<file path="src/rtl/irq_agg_pkg.sv">
package irq_agg_pkg;
    localparam int AW = 6;
    localparam int DW = 16;
    localparam int GRP_SRC = 5;
    localparam int LINK_SRC = 13;
    localparam int TOP_W = 9;

    localparam int A_TOP_STAT  = 'h00;
    localparam int A_TOP_EN    = 'h01;
    localparam int A_GRP_SUM   = 'h02;
    localparam int A_TX_READY  = 'h03;
    localparam int A_TX_FRAME  = 'h04;
    localparam int A_CELL_EN   = 'h05;
    localparam int A_FRAME_EN  = 'h06;
    localparam int A_GRP_STAT  = 'h08;
    localparam int A_GRP_EN    = 'h10;
    localparam int A_LINK_STAT = 'h18;
    localparam int A_LINK_EN   = 'h1C;

    localparam int TB_GRP_OVF = 8;
    localparam int TB_TX_EVT  = 7;
    localparam int TB_AUX     = 6;
endpackage

</file>
<file path="src/rtl/irq_sticky_bank.sv">
module irq_sticky_bank #(
    parameter int W  = 5,
    parameter int DW = 16
) (
    input  logic          clk,
    input  logic          rst_n,
    input  logic [W-1:0]  ev,
    input  logic          stat_wr,
    input  logic          en_wr,
    input  logic [DW-1:0] wdata,
    output logic [W-1:0]  stat,
    output logic [W-1:0]  en,
    output logic          sum
);
    typedef struct packed {
        logic [W-1:0] stat;
        logic [W-1:0] en;
    } bank_t;

    bank_t st_d, st_q;

    always_comb begin
        st_d = st_q;
        if (stat_wr) st_d.stat = st_q.stat & wdata[W-1:0];
        st_d.stat = st_d.stat | ev;
        if (en_wr) st_d.en = wdata[W-1:0];
    end

    always_ff @(posedge clk) begin
        if (!rst_n) st_q <= '0;
        else        st_q <= st_d;
    end

    assign stat = st_q.stat;
    assign en   = st_q.en;
    assign sum  = |(st_q.stat & st_q.en);

    // latched bits hold unless written
    assert_sticky_hold_R2: assert property (@(posedge clk) disable iff (!rst_n)
        !$past(stat_wr) |-> ((stat & $past(stat)) == $past(stat)));
    // an event always lands, even against a clear
    assert_event_wins_R10: assert property (@(posedge clk) disable iff (!rst_n)
        (ev != '0) |=> ((stat & $past(ev)) == $past(ev)));
endmodule

</file>
<file path="src/rtl/irq_tx_events.sv">
module irq_tx_events #(
    parameter int NG = 8,
    parameter int DW = 16
) (
    input  logic          clk,
    input  logic          rst_n,
    input  logic [NG-1:0] cell_ev,
    input  logic [NG-1:0] frame_ev,
    input  logic          rdy_wr,
    input  logic          frm_wr,
    input  logic          cen_wr,
    input  logic          fen_wr,
    input  logic [DW-1:0] wdata,
    output logic [NG-1:0] ready,
    output logic [NG-1:0] frame,
    output logic [NG-1:0] cell_en,
    output logic [NG-1:0] frame_en,
    output logic [NG-1:0] hit
);
    typedef struct packed {
        logic [NG-1:0] ready;
        logic [NG-1:0] frame;
        logic [NG-1:0] cen;
        logic [NG-1:0] fen;
    } tx_t;

    tx_t tx_d, tx_q;

    always_comb begin
        tx_d = tx_q;
        if (rdy_wr) tx_d.ready = tx_q.ready & wdata[NG-1:0];
        if (frm_wr) tx_d.frame = tx_q.frame & wdata[NG-1:0];
        tx_d.ready = tx_d.ready | cell_ev;
        tx_d.frame = tx_d.frame | frame_ev;
        if (cen_wr) tx_d.cen = wdata[NG-1:0];
        if (fen_wr) tx_d.fen = wdata[NG-1:0];
    end

    always_ff @(posedge clk) begin
        if (!rst_n) tx_q <= '0;
        else        tx_q <= tx_d;
    end

    assign ready    = tx_q.ready;
    assign frame    = tx_q.frame;
    assign cell_en  = tx_q.cen;
    assign frame_en = tx_q.fen;
    assign hit      = (tx_q.ready | tx_q.frame) & tx_q.cen & tx_q.fen;

    // a frame-end pulse is always latched
    assert_frame_latch_R8: assert property (@(posedge clk) disable iff (!rst_n)
        (frame_ev != '0) |=> ((frame & $past(frame_ev)) == $past(frame_ev)));
    // a ready bit is always latched
    assert_ready_latch_R7: assert property (@(posedge clk) disable iff (!rst_n)
        (cell_ev != '0) |=> ((ready & $past(cell_ev)) == $past(cell_ev)));
endmodule

</file>
<file path="src/rtl/irq_aggregator.sv">
module irq_aggregator
    import irq_agg_pkg::*;
#(
    parameter int NUM_GRP  = 8,
    parameter int NUM_LINK = 4
) (
    input  logic                         clk,
    input  logic                         rst_n,
    input  logic [NUM_GRP*GRP_SRC-1:0]   grp_ovf_ev,
    input  logic [NUM_LINK*LINK_SRC-1:0] link_ovf_ev,
    input  logic [NUM_GRP-1:0]           cell_done_ev,
    input  logic [NUM_GRP-1:0]           frame_end_ev,
    input  logic                         aux_ev,
    input  logic                         reg_wr,
    input  logic [AW-1:0]                reg_addr,
    input  logic [DW-1:0]                reg_wdata,
    output logic [DW-1:0]                reg_rdata,
    output logic                         irq
);
    initial begin
        if (NUM_GRP > 8 || NUM_LINK > 4 || NUM_LINK < 1 || NUM_GRP < 1)
            $error("irq_aggregator: group or link count out of range");
    end

    logic [GRP_SRC-1:0]  grp_stat [NUM_GRP];
    logic [GRP_SRC-1:0]  grp_en   [NUM_GRP];
    logic [NUM_GRP-1:0]  grp_sum;
    logic [LINK_SRC-1:0] link_stat [NUM_LINK];
    logic [LINK_SRC-1:0] link_en   [NUM_LINK];
    logic [NUM_LINK-1:0] link_sum;
    logic [NUM_GRP-1:0]  tx_ready, tx_frame, tx_cen, tx_fen, tx_hit;

    for (genvar g = 0; g < NUM_GRP; g++) begin : g_grp
        irq_sticky_bank #(.W(GRP_SRC), .DW(DW)) u_bank (
            .clk     (clk),
            .rst_n   (rst_n),
            .ev      (grp_ovf_ev[g*GRP_SRC +: GRP_SRC]),
            .stat_wr (reg_wr && reg_addr == AW'(A_GRP_STAT + g)),
            .en_wr   (reg_wr && reg_addr == AW'(A_GRP_EN + g)),
            .wdata   (reg_wdata),
            .stat    (grp_stat[g]),
            .en      (grp_en[g]),
            .sum     (grp_sum[g])
        );
    end

    for (genvar l = 0; l < NUM_LINK; l++) begin : g_link
        irq_sticky_bank #(.W(LINK_SRC), .DW(DW)) u_bank (
            .clk     (clk),
            .rst_n   (rst_n),
            .ev      (link_ovf_ev[l*LINK_SRC +: LINK_SRC]),
            .stat_wr (reg_wr && reg_addr == AW'(A_LINK_STAT + l)),
            .en_wr   (reg_wr && reg_addr == AW'(A_LINK_EN + l)),
            .wdata   (reg_wdata),
            .stat    (link_stat[l]),
            .en      (link_en[l]),
            .sum     (link_sum[l])
        );
    end

    irq_tx_events #(.NG(NUM_GRP), .DW(DW)) u_tx (
        .clk      (clk),
        .rst_n    (rst_n),
        .cell_ev  (cell_done_ev),
        .frame_ev (frame_end_ev),
        .rdy_wr   (reg_wr && reg_addr == AW'(A_TX_READY)),
        .frm_wr   (reg_wr && reg_addr == AW'(A_TX_FRAME)),
        .cen_wr   (reg_wr && reg_addr == AW'(A_CELL_EN)),
        .fen_wr   (reg_wr && reg_addr == AW'(A_FRAME_EN)),
        .wdata    (reg_wdata),
        .ready    (tx_ready),
        .frame    (tx_frame),
        .cell_en  (tx_cen),
        .frame_en (tx_fen),
        .hit      (tx_hit)
    );

    typedef struct packed {
        logic             aux;
        logic [TOP_W-1:0] en;
        logic             irq;
    } top_t;

    top_t top_d, top_q;
    logic [TOP_W-1:0] top_stat;

    always_comb begin
        top_stat = '0;
        top_stat[NUM_LINK-1:0] = link_sum;
        top_stat[TB_AUX]     = top_q.aux;
        top_stat[TB_TX_EVT]  = |tx_hit;
        top_stat[TB_GRP_OVF] = |grp_sum;
    end

    always_comb begin
        top_d = top_q;
        if (reg_wr && reg_addr == AW'(A_TOP_STAT) && !reg_wdata[TB_AUX])
            top_d.aux = 1'b0;
        if (aux_ev) top_d.aux = 1'b1;
        if (reg_wr && reg_addr == AW'(A_TOP_EN))
            top_d.en = reg_wdata[TOP_W-1:0];
        top_d.irq = |(top_stat & top_q.en);
    end

    always_ff @(posedge clk) begin
        if (!rst_n) top_q <= '0;
        else        top_q <= top_d;
    end

    assign irq = top_q.irq;

    always_comb begin
        reg_rdata = '0;
        case (reg_addr)
            AW'(A_TOP_STAT): reg_rdata = DW'(top_stat);
            AW'(A_TOP_EN):   reg_rdata = DW'(top_q.en);
            AW'(A_GRP_SUM):  reg_rdata = DW'(grp_sum);
            AW'(A_TX_READY): reg_rdata = DW'(tx_ready);
            AW'(A_TX_FRAME): reg_rdata = DW'(tx_frame);
            AW'(A_CELL_EN):  reg_rdata = DW'(tx_cen);
            AW'(A_FRAME_EN): reg_rdata = DW'(tx_fen);
            default: begin
                for (int g = 0; g < NUM_GRP; g++) begin
                    if (reg_addr == AW'(A_GRP_STAT + g)) reg_rdata = DW'(grp_stat[g]);
                    if (reg_addr == AW'(A_GRP_EN + g))   reg_rdata = DW'(grp_en[g]);
                end
                for (int l = 0; l < NUM_LINK; l++) begin
                    if (reg_addr == AW'(A_LINK_STAT + l)) reg_rdata = DW'(link_stat[l]);
                    if (reg_addr == AW'(A_LINK_EN + l))   reg_rdata = DW'(link_en[l]);
                end
            end
        endcase
    end

    logic any_grp_en;
    always_comb begin
        any_grp_en = 1'b0;
        for (int g = 0; g < NUM_GRP; g++) any_grp_en = any_grp_en | (|grp_en[g]);
    end

    // overflow summary is released once every group enable is cleared
    assert_ovf_masked_R4: assert property (@(posedge clk) disable iff (!rst_n)
        !any_grp_en |-> !top_stat[TB_GRP_OVF]);
    // shared transmit bit needs both enables of some group
    assert_tx_both_en_R7: assert property (@(posedge clk) disable iff (!rst_n)
        top_stat[TB_TX_EVT] |-> ((tx_cen & tx_fen) != '0));
    // interrupt follows previous cycle's enabled status
    assert_irq_follows_R11: assert property (@(posedge clk) disable iff (!rst_n)
        irq == ($past(top_stat & top_q.en) != '0));
    // aux bit holds unless written
    assert_aux_hold_R9: assert property (@(posedge clk) disable iff (!rst_n)
        ($past(top_q.aux) && !$past(reg_wr)) |-> top_q.aux);
endmodule

</file>
<file path="config.mk">
export PLATFORM = sky130hd
export DESIGN_NAME = irq_aggregator
export DESIGN_NICKNAME = d
export VERILOG_FILES = /design/src/rtl/irq_agg_pkg.sv /design/src/rtl/irq_sticky_bank.sv /design/src/rtl/irq_tx_events.sv /design/src/rtl/irq_aggregator.sv
export SDC_FILE = /design/constraint.sdc
export NUM_CORES = 1
export LEC_CHECK = 0
export CAP_MARGIN = 20
export CORE_ASPECT_RATIO = 1.2
export CORE_UTILIZATION = 55
export CTS_CLUSTER_SIZE = 8
export DETAILED_ROUTE_END_ITERATION = 8
export DONT_BUFFER_PORTS = 1
export HOLD_SLACK_MARGIN = 0.1
export PLACE_DENSITY_LB_ADDON = 0.12
export SYNTH_ARGS = -nofsm -noshare
export SYNTH_HDL_FRONTEND = slang
export SYNTH_SLANG_ARGS = --single-unit
</file>
<file path="constraint.sdc">
create_clock -name clk -period 5 [get_ports clk]
set_input_delay 1 -clock clk [delete_from_list [all_inputs] [get_ports clk]]
set_output_delay 1 -clock clk [all_outputs]
set_load 0.02 [all_outputs]
</file>
-- Yosys cells after proc, flatten, opt, wreduce, memory -nomap -nowiden
Index checks and enable logic that the tools add are counted.
- magnitude comparators: 0
- bitwise operators: 44
- shifts and indexed selects: 0
- reductions and logical operators: 49
- muxes and demuxes: 41
- multipliers: 0
- divide/modulo/power cells: 0
- equal/unequal tests: 30
- $add $sub $neg: 0
- operators with widths (cell ; number):
    16-bit 2-to-1 mux ; 23
    16-bit one-hot mux with 7 select lines ; 1
    13-bit bitwise AND ; 8
    6-bit by 5-bit equality test with 1-bit output, second input constant ; 16
    5-bit bitwise AND ; 16
    13-bit 2-to-1 mux ; 4
    13-bit OR ; 4
    13-bit OR reduction ; 4
    6-bit by 4-bit equality test with 1-bit output, second input constant ; 8
    5-bit 2-to-1 mux ; 9
    5-bit OR ; 8
    40-bit OR reduction ; 1
    5-bit OR reduction ; 8
    8-bit bitwise AND ; 4
    1-bit logical AND ; 31
    8-bit OR ; 3
    6-bit by 3-bit equality test with 1-bit output, second input constant ; 3
    8-bit 2-to-1 mux ; 2
    6-bit by 2-bit equality test with 1-bit output, second input constant ; 2
    9-bit bitwise AND ; 1
    9-bit OR reduction ; 1
    8-bit OR reduction ; 1
    6-bit by 1-bit equality test with 1-bit output, second input constant ; 1
    6-bit logical NOT ; 1
    other kinds (3) ; 4
- memory bits (writable): 0
- bits in latches: 0
- memories kept: 0
- register bits: 227
- bits of input ports: 134
- bits in read-only memories: 0

-- Longest topological paths before layout
- depth in word-level cells: 26
- depth in mapped cells: 10
- depth with buffers taken out: 7

-- By module
Synthesis repeated with hierarchy kept, for this count alone.
- cells, all modules: 1332
- area, all modules: 11735.0 µm²
- by module, submodules not included (module ; area each (µm²) ; cells each ; instances):
    irq_sticky_bank at g_link[0].u_bank ... ; 1051.0 ; 104 ; 4
    irq_sticky_bank at g_grp[0].u_bank ... ; 397.9 ; 39 ; 8
    irq_aggregator ; 3069.2 ; 479 ; 1
    irq_tx_events ; 1278.7 ; 125 ; 1

-- Worst setup path after synthesis
Ideal clock, no wire load.
- path type: input to output
- start: input reg_addr[3]
- end: output reg_rdata[2]
- slack: 1132 ps
- arrival time: 2868 ps
- path buffers: 2
- stages: 9
- data required time: 4000 ps
- path through: buf_6 > or4b_1 > buf_6 > nor2_1 > a21oi_1 > a311oi_1 > o32a_1 > a2111oi_2 > o31ai_2
- word-level cells in the longest chain between the ends: 26
- ends and longest elaborated chain (element ; RTL line ; text):
    start: declaration ; irq_aggregator.sv:15 ; input logic [AW-1:0] reg_addr,
    6-bit by 4-bit equality test with 1-bit output ; irq_aggregator.sv:124 ; if (reg_addr == AW'(A_GRP_STAT + g)) reg_rdata = DW'(grp_stat[g]);
    5-bit 2-to-1 mux ; irq_aggregator.sv:124 ;
    16-bit 2-to-1 mux ; irq_aggregator.sv:125 ; if (reg_addr == AW'(A_GRP_EN + g)) reg_rdata = DW'(grp_en[g]);
    16-bit 2-to-1 mux ; irq_aggregator.sv:124 ;
    16-bit 2-to-1 mux ; irq_aggregator.sv:125 ;
    16-bit 2-to-1 mux ; irq_aggregator.sv:124 ;
    16-bit 2-to-1 mux ; irq_aggregator.sv:125 ;
    16-bit 2-to-1 mux ; irq_aggregator.sv:124 ;
    (+10 left out) ; n/a ;
    16-bit 2-to-1 mux ; irq_aggregator.sv:129 ; if (reg_addr == AW'(A_LINK_EN + l)) reg_rdata = DW'(link_en[l]);
    16-bit 2-to-1 mux ; irq_aggregator.sv:128 ; if (reg_addr == AW'(A_LINK_STAT + l)) reg_rdata = DW'(link_stat[l]);
    16-bit 2-to-1 mux ; irq_aggregator.sv:129 ;
    16-bit 2-to-1 mux ; irq_aggregator.sv:128 ;
    16-bit 2-to-1 mux ; irq_aggregator.sv:129 ;
    16-bit 2-to-1 mux ; irq_aggregator.sv:128 ;
    16-bit 2-to-1 mux ; irq_aggregator.sv:129 ;
    16-bit one-hot mux with 7 select lines * ; irq_aggregator.sv:114 ; case (reg_addr)
    end: declaration ; irq_aggregator.sv:17 ; output logic [DW-1:0] reg_rdata,
Every way passes the cells marked *; elsewhere a longest branch is shown, timed or not.

-- Final worst setup path
Same ends and word-level chain as after synthesis.

==> flow_summary.json <==
{
  "status": "completed",
  "core_area_um2": 20300,
  "path_class": "input pin to primary output",
  "ios": 151,
  "h-tree-depth": 2,
  "p_int_mw": 3.30,
  "place_hpwl_mm": 26.2,
  "grt_max_degree": 228,
  "first_pass_iters": 8,
  "routed_wl_mm": 39.0,
  "numCtsBuffers": 34,
  "cts_tree": "done",
  "antenna_found_initial": 1,
  "final_nets": 1426,
  "max_freq_mhz": 234,
  "drive_gt1_frac": 0.0572,
  "hold_viol_final": 0,
  "drt-wirelength-per-cell_um": 25.0,
  "avgViaCountPerCell": 6.83,
  "cts_hold_buffers": 0,
  "p_clk_frac": 0.485,
  "cap_violations": 0,
  "drc": 0,
  "cts-root-buf": "clkbuf_16",
  "cts_repair_resize_count": 0,
  "post-route-min-period_ns": 4.27,
  "slew_headroom": 0.544,
  "rsz0062_at_grt": "no",
  "grt_overflow": 0,
  "vias": 10700,
  "synthFlopType": "dfxtp_1",
  "synth.area.top_cells": "dfxtp_1, o21a_1, nand2_1, a21boi_0, a22oi_1",
  "total_power_mw": 4.27,
  "ir_worst_vdd_uv": 287,
  "synth.most_common_cell": "dfxtp_1",
  "hold_path.class": "flip-flop to flip-flop",
  "rows": 57,
  "crit_fanout": 18,
  "critical_path_arrival_ns": 3.27,
  "finalCritPeriodShare": 0.855,
  "grt_pass1_vias": 10100,
  "clockBufferDepth": 3,
  "required_ns": 4.00,
  "critPathBufInv": 0,
  "syn_inst": 1344,
  "power_leakage_nw": 4.22,
  "synth_seq_cells": 227,
  "postCtsSetupBuffers": 0,
  "cp-start-kind": "input pin",
  "power.switching_mw": 0.968,
  "final_area_um2": 12400,
  "n_fill_cell": 1845,
  "finalSetupViolCount": 0,
  "track_usage": 0.357,
  "tightest_slew_ns": 0.681,
  "clk_latency_ns": 0.51,
  "syn_area_um2": 11400,
  "async_flop_share": 0,
  "die_w_um": 133,
  "clock-sinks": 227,
  "synth_largest_area_cell": "dfxtp_1",
  "cpMaxStageDelayCell": "or4b_1",
  "share_comb_of_total_power": 0.056,
  "dieHeight_um": 160,
  "start_util": 0.563,
  "ys_warn_count": 0,
  "cp-end-kind": "primary output",
  "dieArea_um2": 21300,
  "seqPwrFrac": 0.459,
  "io_buffers": 0,
  "dpl_worst_slack_ns": 0.771,
  "p_per_area_nw_per_um2": 345,
  "tns_ns": 0,
  "grt_pass1_wl_mm": 58.6,
  "synth_largest_type_area_fraction": 0.399,
  "place_congestion": 0.941,
  "max_stage_delay_ns": 0.73,
  "synth-seq-area-share": 0.399,
  "ant_nets": 0,
  "slew_viol_final": 0,
  "fin_skew_ns": 0.0192,
  "synth_edf_count": 0,
  "placed_area_um2": 11400,
  "post-route-util": 0.611,
  "switching_share": 0.227,
  "path_clk_slew_ns": 0.05,
  "drt_iter0_drc": 1130,
  "path_cells": "or4b_1 > nor2_1 > a21oi_1 > a311oi_1 > o32a_1 > a2111oi_2 > o31ai_2",
  "synth.top_cells.by_count": "dfxtp_1, o21a_1, nand2_1, clkbuf_1, a21boi_0",
  "syn_area_per_cell_um2": 8.48,
  "finalWorstSetupSlack_ns": 0.727,
  "syn2layout_area_growth_pct": 8.56,
  "cpLargestDelayFamily": "compound AO/OA/AOI/OAI gates",
  "synth_cell_type_count": 66
}
sequential cells by signal, indices dropped and copies added (netlist names):
signal and count:
u_tx.ready 8, u_tx.frame 8, u_tx.cell_en 8, g_link.u_bank.en 52, g_grp.u_bank.stat 40, irq 1
top_q 10, g_grp.u_bank.en 40, u_tx.frame_en 8, g_link.u_bank.stat 52
final timing paths:
path	slack (ns)	cells past startpoint	end	start
max reg2reg	3.00	6	irq$_SDFF_PN0_	g_grp[5].u_bank.stat[2]$_SDFF_PN0_
min	0.46	2	top_q[5]$_SDFFE_PN0P_	top_q[5]$_SDFFE_PN0P_
min reg2reg	0.46	2	top_q[5]$_SDFFE_PN0P_	top_q[5]$_SDFFE_PN0P_
max	0.73	7	reg_rdata[2]	reg_addr[3]
stage by stage:
step / std cells / hold slack, ns
4_1_cts: 1559 / 0.466
5_1_grt: 1560 / 0.496
2_1_floorplan: 1346 / 0.443
3_5_place_dp: 1521 / 0.459
6_report: 1560 / 0.463
3_3_place_gp: 1521 / 0.447
power groups by stage:
| stage | Clock, mW | Combinational, mW | Sequential [mW] |
|---|---|---|---|
| after floorplan | 0 | 0.258 | 1.95 |
| after global placement | 0 | 0.232 | 1.99 |
| after detailed placement | 0 | 0.237 | 1.99 |
| after CTS | 2.08 | 0.238 | 1.95 |
| after global routing | 2.16 | 0.259 | 1.96 |
| final | 2.07 | 0.241 | 1.96 |
per-layer routing:
layer	routed length (um)	vias up	share of wire	global-route usage
met1	15000	5061	0.38	0.440
met5	0	-	0	0
met4	2470	0	0.063	0.215
met3	3560	151	0.091	0.0708
li1	-	4816	-	-
met2	18000	626	0.46	0.572
placed cells by master, fill, tap and decap left out, types with 3 or more instances in the layout:
cell,Yosys,routed
dfxtp_1,227,227
o21a_1,219,219
nand2_1,197,197
a21boi_0,87,87
a22oi_1,71,71
nand3_1,63,63
nor2_1,61,61
mux2i_1,39,39
clkbuf_16,0,37
nor2b_1,35,35
a21oi_1,30,30
o21ai_0,29,29
buf_4,7,24
a222oi_1,14,14
o211ai_1,14,14
o22ai_1,12,12
nor3_1,11,11
a221oi_1,11,11
nand4_1,11,11
a22o_1,9,9
a211oi_1,6,6
o32ai_1,6,6
nand2b_1,6,6
and3_1,6,6
inv_1,4,4
a221o_1,4,4
a32oi_1,4,4
a31oi_1,4,4
o221ai_1,3,3
nand4bb_1,3,3
o311ai_0,3,3
conb_1,1,3
area by class of cell:
| cell class | instances | area, um2 | area share |
|---|---|---|---|
| Tap cell | 265 | 332 | 0.0268 |
| Sequential cell | 227 | 4540 | 0.367 |
| Multi-Input combinational cell | 1001 | 6370 | 0.515 |
| Inverter | 4 | 15.0 | 0.00121 |
| Clock inverter | 1 | 7.51 | 0.000606 |
| Timing Repair Buffer | 24 | 180 | 0.0146 |
| Clock buffer | 37 | 926 | 0.0748 |
| Antenna cell | 1 | 2.50 | 0.000202 |
cells by family after synthesis:
family,share of synthesized area
multiplexers,0.0352
AND/OR/NAND/NOR,0.168
AO/OA/AOI/OAI,0.353
XOR/XNOR,0.000768
flip-flops,0.399
other,0.000329
buffers and inverters,0.0439
tightest hold or removal path: cells and delay by family (launching register included):
family | cells | cell delay, ns
AO/OA/AOI/OAI | 1 | 0.06
AND/OR/NAND/NOR | 1 | 0.04
flip-flops | 1 | 0.30
No activity file was read; power rests on OpenSTA's default activity.
